--- src/rtl/rps_pkg.sv ---
package rps_pkg;
  typedef enum logic [3:0] {
    OP_NOP    = 4'd0,
    OP_INC    = 4'd1,
    OP_DEC    = 4'd2,
    OP_ADDHL  = 4'd3,
    OP_SWAPDH = 4'd4,
    OP_SPHL   = 4'd5,
    OP_PCHL   = 4'd6,
    OP_PUSH   = 4'd7,
    OP_POP    = 4'd8,
    OP_XTOP   = 4'd9,
    OP_CALL   = 4'd10,
    OP_RET    = 4'd11
  } op_e;

  typedef enum logic [1:0] {
    AM_INC = 2'd0,
    AM_DEC = 2'd1,
    AM_ADD = 2'd2
  } amode_e;

  typedef enum logic [1:0] {
    ST_IDLE  = 2'd0,
    ST_ISSUE = 2'd1,
    ST_WAIT  = 2'd2
  } st_e;
endpackage

--- src/rtl/rps_pair_alu.sv ---
module rps_pair_alu #(
  parameter int WW = 16
) (
  input  rps_pkg::amode_e mode,
  input  logic [WW-1:0]   a,
  input  logic [WW-1:0]   b,
  output logic [WW-1:0]   sum,
  output logic            carry
);
  logic [WW-1:0] opnd;

  always_comb begin
    case (mode)
      rps_pkg::AM_INC: opnd = WW'(1);
      rps_pkg::AM_DEC: opnd = '1;
      default:         opnd = b;
    endcase
    {carry, sum} = {1'b0, a} + {1'b0, opnd};
  end
endmodule

--- src/rtl/rps_req_reg.sv ---
module rps_req_reg #(
  parameter int AW = 16,
  parameter int DW = 8
) (
  input  logic          clk,
  input  logic          rst,
  input  logic          load,
  input  logic          clear,
  input  logic [AW-1:0] addr_i,
  input  logic          we_i,
  input  logic [DW-1:0] data_i,
  output logic          req,
  output logic [AW-1:0] addr,
  output logic          we,
  output logic [DW-1:0] data
);
  always_ff @(posedge clk) begin
    if (rst) begin
      req  <= 1'b0;
      addr <= '0;
      we   <= 1'b0;
      data <= '0;
    end else if (load) begin
      req  <= 1'b1;
      addr <= addr_i;
      we   <= we_i;
      data <= data_i;
    end else if (clear) begin
      req  <= 1'b0;
    end
  end
endmodule

--- src/rtl/rps_unit.sv ---
module rps_unit #(
  parameter int DW = 8,
  parameter int WW = 2 * DW
) (
  input  logic          clk,
  input  logic          rst,
  input  logic          cmd_start,
  input  logic [3:0]    cmd_op,
  input  logic [1:0]    cmd_pair,
  input  logic [WW-1:0] cmd_target,
  input  logic [DW-1:0] acc_in,
  input  logic [DW-1:0] flg_in,
  output logic          busy,
  output logic [WW-1:0] pair_bc,
  output logic [WW-1:0] pair_de,
  output logic [WW-1:0] pair_hl,
  output logic [WW-1:0] sp_out,
  output logic [WW-1:0] pc_out,
  output logic          cy_out,
  output logic          cy_valid,
  output logic [DW-1:0] acc_out,
  output logic [DW-1:0] flg_out,
  output logic          acc_valid,
  output logic          mem_req,
  output logic          mem_we,
  output logic [WW-1:0] mem_addr,
  output logic [DW-1:0] mem_wdata,
  input  logic          mem_ack,
  input  logic [DW-1:0] mem_rdata
);
  import rps_pkg::*;

  localparam logic [1:0] PR_BC = 2'd0;
  localparam logic [1:0] PR_DE = 2'd1;
  localparam logic [1:0] PR_HL = 2'd2;
  localparam logic [1:0] PR_X  = 2'd3;

  logic [WW-1:0] bc_q, de_q, hl_q, sp_q, pc_q;
  logic [WW-1:0] word_q, tgt_q;
  logic [DW-1:0] tmp_q;
  logic [1:0]    pair_q, step_q;
  op_e           op_q, cmd_e;
  st_e           st_q;

  // selected pair for register commands
  logic [WW-1:0] sel_word;
  always_comb begin
    case (cmd_pair)
      PR_BC:   sel_word = bc_q;
      PR_DE:   sel_word = de_q;
      PR_HL:   sel_word = hl_q;
      default: sel_word = sp_q;
    endcase
  end

  assign cmd_e = op_e'(cmd_op);

  amode_e        amode;
  logic [WW-1:0] alu_sum;
  logic          alu_cy;
  assign amode = (cmd_e == OP_INC) ? AM_INC : (cmd_e == OP_DEC) ? AM_DEC : AM_ADD;

  rps_pair_alu #(.WW(WW)) u_alu (
    .mode  (amode),
    .a     ((cmd_e == OP_ADDHL) ? hl_q : sel_word),
    .b     (sel_word),
    .sum   (alu_sum),
    .carry (alu_cy)
  );

  // request contents for the current step
  logic          push_like, pop_like, last_step;
  logic [WW-1:0] rq_addr;
  logic          rq_we;
  logic [DW-1:0] rq_data;

  assign push_like = (op_q == OP_PUSH) || (op_q == OP_CALL);
  assign pop_like  = (op_q == OP_POP)  || (op_q == OP_RET);
  assign last_step = (op_q == OP_XTOP) ? (step_q == 2'd3) : (step_q == 2'd1);

  always_comb begin
    rq_addr = sp_q;
    rq_we   = 1'b0;
    rq_data = '0;
    if (push_like) begin
      rq_addr = sp_q - 1'b1;
      rq_we   = 1'b1;
      rq_data = (step_q == 2'd0) ? word_q[WW-1:DW] : word_q[DW-1:0];
    end else if (op_q == OP_XTOP) begin
      rq_addr = step_q[1] ? WW'(sp_q + 1'b1) : sp_q;
      rq_we   = step_q[0];
      rq_data = step_q[1] ? hl_q[WW-1:DW] : hl_q[DW-1:0];
    end
  end

  rps_req_reg #(.AW(WW), .DW(DW)) u_req (
    .clk    (clk),
    .rst    (rst),
    .load   (st_q == ST_ISSUE),
    .clear  ((st_q == ST_WAIT) && mem_ack),
    .addr_i (rq_addr),
    .we_i   (rq_we),
    .data_i (rq_data),
    .req    (mem_req),
    .addr   (mem_addr),
    .we     (mem_we),
    .data   (mem_wdata)
  );

  // SP is intentionally left out of the reset branch
  always_ff @(posedge clk) begin
    cy_valid  <= 1'b0;
    acc_valid <= 1'b0;
    if (rst) begin
      st_q    <= ST_IDLE;
      busy    <= 1'b0;
      bc_q    <= '0;
      de_q    <= '0;
      hl_q    <= '0;
      pc_q    <= '0;
      cy_out  <= 1'b0;
      acc_out <= '0;
      flg_out <= '0;
      op_q    <= OP_NOP;
      pair_q  <= '0;
      step_q  <= '0;
      word_q  <= '0;
      tgt_q   <= '0;
      tmp_q   <= '0;
    end else begin
      case (st_q)
        ST_IDLE: if (cmd_start) begin
          case (cmd_e)
            OP_INC, OP_DEC: begin
              case (cmd_pair)
                PR_BC:   bc_q <= alu_sum;
                PR_DE:   de_q <= alu_sum;
                PR_HL:   hl_q <= alu_sum;
                default: sp_q <= alu_sum;
              endcase
            end
            OP_ADDHL: begin
              hl_q     <= alu_sum;
              cy_out   <= alu_cy;
              cy_valid <= 1'b1;
            end
            OP_SWAPDH: begin
              de_q <= hl_q;
              hl_q <= de_q;
            end
            OP_SPHL: sp_q <= hl_q;
            OP_PCHL: pc_q <= hl_q;
            OP_PUSH, OP_POP, OP_XTOP, OP_CALL, OP_RET: begin
              op_q   <= cmd_e;
              pair_q <= cmd_pair;
              tgt_q  <= cmd_target;
              step_q <= '0;
              busy   <= 1'b1;
              st_q   <= ST_ISSUE;
              if (cmd_e == OP_CALL)     word_q <= pc_q;
              else if (cmd_pair == PR_X) word_q <= {acc_in, flg_in};
              else                       word_q <= sel_word;
            end
            default: ;
          endcase
        end
        ST_ISSUE: st_q <= ST_WAIT;
        ST_WAIT: if (mem_ack) begin
          if (push_like) begin
            sp_q <= sp_q - 1'b1;
            if (last_step && op_q == OP_CALL) pc_q <= tgt_q;
          end else if (pop_like) begin
            sp_q <= sp_q + 1'b1;
            if (!last_step) word_q[DW-1:0] <= mem_rdata;
            else if (op_q == OP_RET) pc_q <= {mem_rdata, word_q[DW-1:0]};
            else begin
              case (pair_q)
                PR_BC: bc_q <= {mem_rdata, word_q[DW-1:0]};
                PR_DE: de_q <= {mem_rdata, word_q[DW-1:0]};
                PR_HL: hl_q <= {mem_rdata, word_q[DW-1:0]};
                default: begin
                  acc_out   <= mem_rdata;
                  flg_out   <= word_q[DW-1:0];
                  acc_valid <= 1'b1;
                end
              endcase
            end
          end else begin
            case (step_q)
              2'd0, 2'd2: tmp_q <= mem_rdata;
              2'd1:       hl_q[DW-1:0]  <= tmp_q;
              default:    hl_q[WW-1:DW] <= tmp_q;
            endcase
          end
          if (last_step) begin
            busy <= 1'b0;
            st_q <= ST_IDLE;
          end else begin
            step_q <= step_q + 1'b1;
            st_q   <= ST_ISSUE;
          end
        end
        default: st_q <= ST_IDLE;
      endcase
    end
  end

  assign pair_bc = bc_q;
  assign pair_de = de_q;
  assign pair_hl = hl_q;
  assign sp_out  = sp_q;
  assign pc_out  = pc_q;
endmodule

--- config.mk ---
export PLATFORM = sky130hd
export DESIGN_NAME = rps_unit
export DESIGN_NICKNAME = d
export VERILOG_FILES = /design/src/rtl/rps_pkg.sv /design/src/rtl/rps_pair_alu.sv /design/src/rtl/rps_req_reg.sv /design/src/rtl/rps_unit.sv
export SDC_FILE = /design/constraint.sdc
export NUM_CORES = 1
export LEC_CHECK = 0
export ABC_AREA = 1
export BUFFER_PORTS_ARGS = -buffer_cell sky130_fd_sc_hd__buf_2
export CAP_MARGIN = 30
export CORE_MARGIN = 5
export CORE_UTILIZATION = 50
export CTS_CLUSTER_DIAMETER = 50
export DETAILED_ROUTE_END_ITERATION = 8
export GPL_ROUTABILITY_DRIVEN = 0
export PLACE_DENSITY_LB_ADDON = 0.1
export SLEW_MARGIN = 20
export SYNTH_ARGS = -nofsm -noshare
export SYNTH_HDL_FRONTEND = slang
export SYNTH_SLANG_ARGS = --single-unit
--- constraint.sdc ---
create_clock -name clk -period 4.2 [get_ports clk]
set_clock_uncertainty 0.15 [all_clocks]
set_input_delay 0.84 -clock clk [delete_from_list [all_inputs] [get_ports clk]]
set_output_delay 0.84 -clock clk [all_outputs]
set_load 0.005 [all_outputs]
==> results by group <==
STA
  – Final setup vio count: 0
  – Slew @ Worst Pin: 0.992 ns
  – Slew Viols, Final: 0
  – Final WS setup: 0.347 ns
  – RSZ-0062 raised after global routing: no
  – Fin. Hold Viols: 0
  – Tcrit/Tclk final: 0.917
  – Min cycle time layout: 3.85 ns
  – Final TNS setup: 0 ns
  – Relative slew slack: 0.338
  – Fmax: 260 MHz

Drt
  – Vias/cell: 6.07
  – Vias after detailed routing: 13900
  – Routed Antenna Nets: 0
  – Routed len/inst: 22.0 um
  – DR pass1 iterations: 7
  – DRC: 0
  – Iteration-0 DRC count of the detailed router: 2005
  – Final wirelength: 50.4 mm

Flow run
  – Max cap viols: 0

Critical path
  – Largest fanout on the critical path: 14
  – Critical path type: input pin to flip-flop
  – Worst setup EP type: flip-flop
  – Slowest CP cell: fa_1
  – WP data required: 4.43 ns
  – CP arrival: 4.09 ns
  – Reg2Reg Depth: 16
  – Crit-path cells: buf_2 > inv_1 > nand2_1 > inv_1 > a21oi_1 > nand2_1 > o21ai_0 > a21oi_1 > inv_1 > fa_1 > inv_1 > nand3_1 > nand2_1 > nand3_1 > nand3_1 > nand2_1 > nand2_1 > nand3_1 > inv_1 > nor2_1 > nor2_1
  – CP startpoint kind: input pin
  – Max stage delay on crit path: 0.48 ns

Power
  – Sw frac: 0.381
  – VDD IR max: 0.253 mV
  – Int Pwr: 3.03 mW
  – Power per Cell Area: 371 nW/um^2
  – Clock Power Share: 0.338
  – Reg power frac: 0.399
  – Net Switching: 1.86 mW
  – Leak Pwr: 6.49 nW
  – Logic pwr share: 0.263

Global route
  – First-pass GRT wire length: 74.9 mm
  – Vias in the first global route: 12600
  – Gr ovfl total: 0
  – Largest net degree at the start of global routing: 129
  – Gr usage total: 0.372
  – Initial antenna violation count: 0

Clock network
  – Clock Sinks: 176
  – Worst-Skew Late Latency: 0.45 ns
  – Root Driver: clkbuf_16
  – CTS Buffer Depth: 2
  – CTS tree: done
  – Clk pin slew, worst setup/hold paths: 0.08 ns
  – Setup Fix Bufs, Post-CTS: 0
  – CTS Buf Count: 17
  – H-tree levels: 4
  – # hold bufs at CTS: 0
  – Post-CTS resize count: 0

Yosys
  – Mapped Cells: 1856
  – Asr flop ratio synth: 0
  – Mean Syn Cell Area: 6.18 um^2
  – Yosys warns: 0
  – Register area share after synthesis: 0.321
  – Primary FF master, synth: dfxtp_1
  – Cell Area, Synth: 11500 um^2
  – Mapped Nets: 1930
  – Synth Register Bits: 176
  – Netlist cell types: 47
  – Top cell type's share of synthesized area: 0.279
  – Number of synthesized flops with an enable pin: 16
  – Leading area contributor after synthesis: dfxtp_1
  – Synth top area cells: dfxtp_1, nand2_1, o21ai_0

Floorplan
  – Core ar.: 22600 um^2
  – Die Y-Extent: 161 um
  – Chip width: 161 um
  – Starting Density: 0.507
  – I/O Pins: 176
  – Row Count: 55
  – Die area: 26100 um^2

Place
  – Setup WS pre-CTS: 0.0446 ns
  – Post-DP HPWL: 37.8 mm
  – Post-DP Area: 12600 um^2
  – I/O Buffers: 175

Finish
  – Synthesis-to-layout area growth: 14.9%
  – Most common cell after layout, fill and taps aside: nand2_1
  – Layout cell share with drive strength beyond 1: 0.144
  – Fin util: 0.582
  – Commonest non-fill, non-tap cells in the layout: nand2_1, o21ai_0, nor2_1
  – Final nets: 2066
  – Design Area, Final: 13200 um^2
  – Antenna fix cells: 0

Min path
  – Tightest Hold Check Type: flip-flop to flip-flop
  – Hold depth: 2

Run status
  – Status: finished clean
[per-stage QoR]
stage                     cells  total power [mW]  hold WS [ns]
final                      2290              4.89         0.318
after global routing       2290              5.07         0.336
after CTS                  2290              4.82         0.328
after detailed placement   2258              3.20         0.313
after global placement     2258              3.19         0.302
after floorplan            1856              2.70         0.300
[per-layer routing]
layer	vias up	track usage	part of all wire
met4	0	0.223	0.073
met1	6252	0.477	0.38
li1	6384	-	-
met3	217	0.0965	0.12
met2	1046	0.564	0.43
met5	-	0	0
[cell usage after synthesis, types with 9 or more instances]
| cell type | instances |
|---|---|
| nor3_1 | 12 |
| nand4_1 | 17 |
| clkbuf_1 | 59 |
| nand2_2 | 13 |
| o211ai_1 | 34 |
| o21ai_0 | 261 |
| o22ai_1 | 11 |
| nand3_1 | 105 |
| nor2_1 | 247 |
| buf_2 | 20 |
| inv_1 | 191 |
| nand2_1 | 433 |
| ha_1 | 23 |
| a21oi_1 | 161 |
| a31oi_1 | 9 |
| edfxtp_1 | 16 |
| dfxtp_1 | 160 |
[state kept, by name, summed over array words and instances, names as in the netlist, 16 cells and up]
name,flops
pair_bc,16
pair_de,16
pair_hl,16
pc_out,16
sp_out,16
tgt_q,16
u_req.addr,16
word_q,16
[critical path, delay by kind of cell]
family	cells	cell delay [ns]
adder cells (fa/ha/maj)	1	0.48
AO/OA/AOI/OAI	3	0.66
AND/OR/NAND/NOR	11	1.19
buffers and inverters	6	0.92
[path summary, 6_finish.rpt]
path                    start           to  slack, ns
setup / recovery  cmd_pair[1]  pair_hl[12]       0.35
hold / removal      u_req.req    u_req.req       0.32
setup reg to reg   pair_hl[4]   pair_de[7]       0.68
hold reg to reg     u_req.req    u_req.req       0.32
[cells by family after synthesis]
family / after synthesis / synth area share
buffers and inverters: 295 / 0.102
and+or+nand+nor: 861 / 0.315
DFF: 176 / 0.321
AOI/OAI and AO/OA: 492 / 0.228
xor gates and xnor gates: 8 / 0.00611
adders and majority gates: 24 / 0.0268
[power groups by stage]
stage	clock [mW]	sequential, mW	combinational (mW)
after floorplan	0	1.92	0.784
after global placement	0	1.97	1.22
after detailed placement	0	1.97	1.23
after CTS	1.65	1.94	1.23
after global routing	1.73	1.95	1.39
final	1.65	1.95	1.29
[cell type report]
type                       instances  area, um^2
fill                            2360        9460
multi-input combinational       1385        6630
sequential                       176        3680
timing repair buffer             209        1140
inverter                         203         762
clock buffer                      18         439
tap                              285         357
clock inverter                    14         165
Note: power is estimated with default switching activity, not from simulation.
